==> src/rtl/vrec_read_seq.sv <==
module vrec_read_seq #(
  parameter int LINE_PIX     = 1024,
  parameter int ACTIVE_PIX   = 720,
  parameter int ACTIVE_LINES = 288,
  parameter int LINE_W       = 10
) (
  input  logic                        clk,
  input  logic                        rst_n,
  input  logic                        href,
  input  logic                        vref,
  input  logic                        interp_on,
  input  logic                        film_on,
  input  logic                        parity_in,
  output logic [1:0]                  mode,
  output logic                        field_even,
  output logic                        half_phase,
  output logic [$clog2(LINE_PIX)-1:0] pix_cnt,
  output logic [LINE_W-1:0]           line_cnt,
  output logic [1:0]                  coef_phase,
  output logic                        rd_rst,
  output logic                        rd_en_a,
  output logic                        rd_en_b,
  output logic                        out_en_a,
  output logic                        out_en_b
);
  localparam int PIX_W = $clog2(LINE_PIX);
  localparam logic [PIX_W-1:0]  PIX_LAST = PIX_W'(LINE_PIX - 1);
  localparam logic [PIX_W-1:0]  PIX_ACT  = PIX_W'(ACTIVE_PIX);
  localparam logic [LINE_W-1:0] LIN_ACT  = LINE_W'(ACTIVE_LINES);

  localparam logic [1:0] M_BYP = 2'd0, M_PIP = 2'd1, M_CAM = 2'd2, M_FILM = 2'd3;

  logic [LINE_W-1:0] start_line, rel_line;
  logic              in_win, pick_b;

  always_ff @(posedge clk or negedge rst_n) begin
    if (!rst_n) begin
      mode       <= M_BYP;
      field_even <= 1'b0;
      half_phase <= 1'b0;
      pix_cnt    <= '0;
      line_cnt   <= '0;
    end else if (vref) begin
      mode       <= {interp_on, film_on};
      field_even <= parity_in;
      half_phase <= 1'b0;
      pix_cnt    <= '0;
      line_cnt   <= '0;
    end else if (href) begin
      half_phase <= 1'b0;
      pix_cnt    <= '0;
    end else begin
      half_phase <= ~half_phase;
      if (half_phase) begin
        if (pix_cnt == PIX_LAST) begin
          pix_cnt  <= '0;
          line_cnt <= line_cnt + 1'b1;
        end else begin
          pix_cnt <= pix_cnt + 1'b1;
        end
      end
    end
  end

  always_comb begin
    case (mode)
      M_BYP:   start_line = LINE_W'(0);
      M_PIP:   start_line = LINE_W'(1);
      M_CAM:   start_line = field_even ? LINE_W'(4) : LINE_W'(3);
      default: start_line = field_even ? LINE_W'(3) : LINE_W'(2);
    endcase
  end

  assign rel_line   = line_cnt - start_line;
  assign coef_phase = rel_line[1:0];
  assign in_win     = (line_cnt >= start_line) && (rel_line < LIN_ACT) && (pix_cnt < PIX_ACT);

  always_comb begin
    case (mode)
      M_BYP:   pick_b = 1'b0;
      M_PIP:   pick_b = rel_line[0];
      default: pick_b = field_even;
    endcase
  end

  always_ff @(posedge clk or negedge rst_n) begin
    if (!rst_n) begin
      rd_rst   <= 1'b0;
      rd_en_a  <= 1'b0;
      rd_en_b  <= 1'b0;
      out_en_a <= 1'b0;
      out_en_b <= 1'b0;
    end else begin
      rd_rst   <= vref;
      rd_en_a  <= in_win & ~pick_b;
      rd_en_b  <= in_win & pick_b;
      out_en_a <= rd_en_a;
      out_en_b <= rd_en_b;
    end
  end

  AST_PIX_IN_RANGE: assert property (@(posedge clk) disable iff (!rst_n)
    pix_cnt <= PIX_LAST);
  AST_MODE_HELD: assert property (@(posedge clk) disable iff (!rst_n)
    !vref |=> $stable(mode));
  AST_PARITY_HELD: assert property (@(posedge clk) disable iff (!rst_n)
    !vref |=> $stable(field_even));
  AST_RST_AT_ORIGIN: assert property (@(posedge clk) disable iff (!rst_n)
    rd_rst |-> (line_cnt == '0 && pix_cnt == '0));
  AST_ONE_STORE: assert property (@(posedge clk) disable iff (!rst_n)
    $onehot0({rd_en_a, rd_en_b}));
  AST_READ_IN_ACTIVE: assert property (@(posedge clk) disable iff (!rst_n)
    (rd_en_a || rd_en_b) |-> $past(pix_cnt) < PIX_ACT);
  AST_OE_TRAILS_A: assert property (@(posedge clk) disable iff (!rst_n)
    $rose(out_en_a) |-> $past(rd_en_a));
  AST_OE_TRAILS_B: assert property (@(posedge clk) disable iff (!rst_n)
    $rose(out_en_b) |-> $past(rd_en_b));
endmodule

==> config.mk <==
export PLATFORM = sky130hd
export DESIGN_NAME = vrec_read_seq
export DESIGN_NICKNAME = d
export VERILOG_FILES = /design/src/rtl/vrec_read_seq.sv
export SDC_FILE = /design/constraint.sdc
export NUM_CORES = 1
export LEC_CHECK = 0
export BUFFER_PORTS_ARGS = -buffer_cell sky130_fd_sc_hd__clkbuf_2
export CAP_MARGIN = 0
export CORE_MARGIN = 8
export CORE_UTILIZATION = 55
export CTS_CLUSTER_SIZE = 14
export DETAILED_ROUTE_END_ITERATION = 10
export HOLD_SLACK_MARGIN = 0.1
export PLACE_DENSITY = 0.81
export SYNTH_ARGS = -nofsm -noshare
export SYNTH_HDL_FRONTEND = slang
export SYNTH_SLANG_ARGS = --single-unit
export TNS_END_PERCENT = 30
==> constraint.sdc <==
create_clock -name clk -period 3.3 [get_ports clk]
set_input_delay 0.165 -clock clk [delete_from_list [all_inputs] [get_ports clk]]
set_output_delay 0.165 -clock clk [all_outputs]
set_load 0.1 [all_outputs]
==> flow_summary.yaml <==
outcome:
  status: "complete, no violations"
synth:
  syn-instance-count: 157
  synth_cell_type_count: 41
  syn_avg_cell_area_um2: 10.40
  ys_seq_elements: 29
  async_reset_ff_frac: 1.000
  synth_seq_area_share: 0.4444
  synth_edf_count: 0
  syn_area_um2: 1633
  synth_warnings: 0
  synthFlopType: "dfrtp_1"
  synth.net_count: 170
power:
  p_total_mw: 0.9311
  clockPowerShare: 0.388
  p_comb_frac: 0.212
  internal_power_mw: 0.6382
  vdd_drop_max_uv: 496.1
  seq_power_share: 0.400
  p_sw_frac: 0.3146
  p_sw_mw: 0.2930
  p_leak_nw: 0.9489
  power_density_nw_per_um2: 481.4
route:
  drc: 0
  wirelength_um: 3538
  first_pass_iters: 4
  wl_per_cell_um: 15.25
  drt_iter0_markers: 55
  avgViaCountPerCell: 5.642
  antenna_left: 0
  vias: 1309
worst_setup_path:
  cp_data_required_time_ps: 3130
  crit_path_start_kind: "register"
  arrival_ps: 2220
  worst-setup-path-type: "reg2out"
  crit_fanout: 6
  critPathCaptureType: "output port"
placement:
  dp_hpwl_um: 2585
  io_buffers: 37
  place_congestion: 0.8378
floorplan:
  die_h_um: 70.49
  start_util: 0.5870
  design.core.area_um2: 2781
  die_x_um: 70.49
  rows: 19
  design.die.area_um2: 4968
  num_io_pins: 38
flow_run:
  maxCapViolations: 0
clocking:
  cts_max_level: 2
  clk-insertion-delay-late_ps: 330
  cts_buffer_depth: 2
  cts-resized-gates: 0
  cts_tree: "built"
  clock_sinks: 29
  post_cts_buffers: 0
  clk_root_buffer_cell: "clkbuf_4"
  hold_buffers: 4
  clk_pin_slew_ps: 100
  cts_buffers: 5
sta:
  fin_crit_ps: 2386
  fmax_mhz: 419.0
  setup_tns_ps: 0
  max_slew.worst_pin.slew_ps: 711.4
  fin_crit_sh: 0.7231
  slew_viol_final: 0
  setup_violations: 0
  rsz0062_at_grt: "no"
  hold_viol: 0
  maxSlewHeadroom: 0.5257
  timing.hold.ws_ps: 185.8
  skew_ps: 9.851
final_layout:
  drive_gt1_frac: 0.2836
  fillCellCount: 215
  finalNetCount: 213
  areaGrowthSynthToFinish_pct: 18.47
  n_antenna_cell: 0
  layout_commonest_cell: "clkbuf_2"
  mostFrequentLayoutCells: "clkbuf_2 (37), dfrtp_1 (29), nor2_1 (23), xor2_1 (15), nand4_1 (10)"
grt:
  grt_pass1_vias: 1302
  grt_max_degree: 30
  antenna_found_initial: 0
  grt_overflow: 0
  grt_pass1_wl_um: 5927
  grtUsageTotal: 0.1442
worst_hold_path:
  hold_path_class: "in2reg"
[metrics by stage]
step                utilization  instance area (um2)  std cells  setup WS (ps)
finish                   0.6955                 1934        232          913.6
global route             0.6955                 1934        232          814.9
global placement         0.6442                 1792        220           1090
CTS                      0.6955                 1934        232          888.9
floorplan                     -                 1633        157          523.0
detailed placement       0.6442                 1792        220          954.5
[path summary, 6_finish.rpt]
kind | start | slack, ps | to | cells past startpoint
min in group asynchronous | rst_n | 420 | line_cnt[1]$_DFFE_PN0P_ | 2
min | vref | 190 | rd_rst$_DFF_PN0_ | 1
max reg2reg | field_even$_DFFE_PN0P_ | 940 | rd_en_b$_DFF_PN0_ | 9
max | field_even$_DFFE_PN0P_ | 910 | coef_phase[1] | 6
min reg2reg | rd_en_b$_DFF_PN0_ | 400 | out_en_b$_DFF_PN0_ | 0
max in group asynchronous | rst_n | 2430 | line_cnt[9]$_DFFE_PN0P_ | 2
[cell type report]
class	count	area, um2	area share
Tap cell	31	38.79	0.02005
Clock inverter	3	65.06	0.03364
Multi-Input combinational cell	116	815.8	0.4217
Timing Repair Buffer	41	225.2	0.1164
Clock buffer	5	37.54	0.01940
Sequential cell	29	725.7	0.3752
Inverter	7	26.28	0.01358
[sequential cells by signal, indices dropped and copies added (netlist names)]
| name | cells |
|---|---|
| out_en_a | 1 |
| line_cnt | 10 |
| pix_cnt | 10 |
| out_en_b | 1 |
| rd_en_a | 1 |
| half_phase | 1 |
| mode | 2 |
| rd_rst | 1 |
| field_even | 1 |
| rd_en_b | 1 |
[metal layers]
layer | vias up | wire [um] | global-route usage
li1 | 637 | - | -
met1 | 629 | 1539 | 0.1568
met2 | 36 | 1685 | 0.2425
met3 | 7 | 242 | 0.05367
met4 | 0 | 70 | 0.06473
met5 | - | 0 | 0
[cells by family (layout without fill, tap and decap cells)]
family	Yosys count	in the layout	share of synthesized area
AO/OA/AOI/OAI	15	15	0.06284
XOR/XNOR	17	17	0.09119
adder cells (fa/ha/maj)	6	6	0.05058
buffers and inverters	12	56	0.05593
flip-flops	29	29	0.4444
multiplexers	6	6	0.03985
AND/OR/NAND/NOR	72	72	0.2552
[power groups by stage]
stage / Combinational [mW] / Clock, mW / Sequential (mW)
after floorplan: 0.0947 / 0 / 0.443
after global placement: 0.192 / 0 / 0.378
after detailed placement: 0.195 / 0 / 0.380
after CTS: 0.199 / 0.366 / 0.373
after global routing: 0.210 / 0.380 / 0.375
final: 0.197 / 0.361 / 0.373
[cells in the mapped netlist (2+ instances only)]
cell,number,area share
inv_1,7,0.016
nand3_1,4,0.012
mux2_2,4,0.028
nor3b_1,2,0.0092
and4_2,2,0.012
a211oi_1,3,0.014
nor2_1,23,0.053
nor4_4,2,0.026
xnor2_1,2,0.011
or2_2,2,0.0077
nand4_1,10,0.038
ha_1,5,0.038
nand2_1,9,0.021
dfrtp_1,29,0.44
or3_1,2,0.0077
a21oi_1,3,0.0092
nand2b_1,3,0.011
o21ai_0,4,0.012
nor3_1,4,0.012
xor2_1,15,0.080
mux2i_1,2,0.012
[critical path, stage by stage, from the launching register on]
cell and delay, ps:
dfrtp_1 450, nand2b_1 180, xnor2_1 130, ha_1 210, fa_1 430, inv_1 60, clkbuf_2 440
No activity file was read; power rests on OpenSTA's default activity.
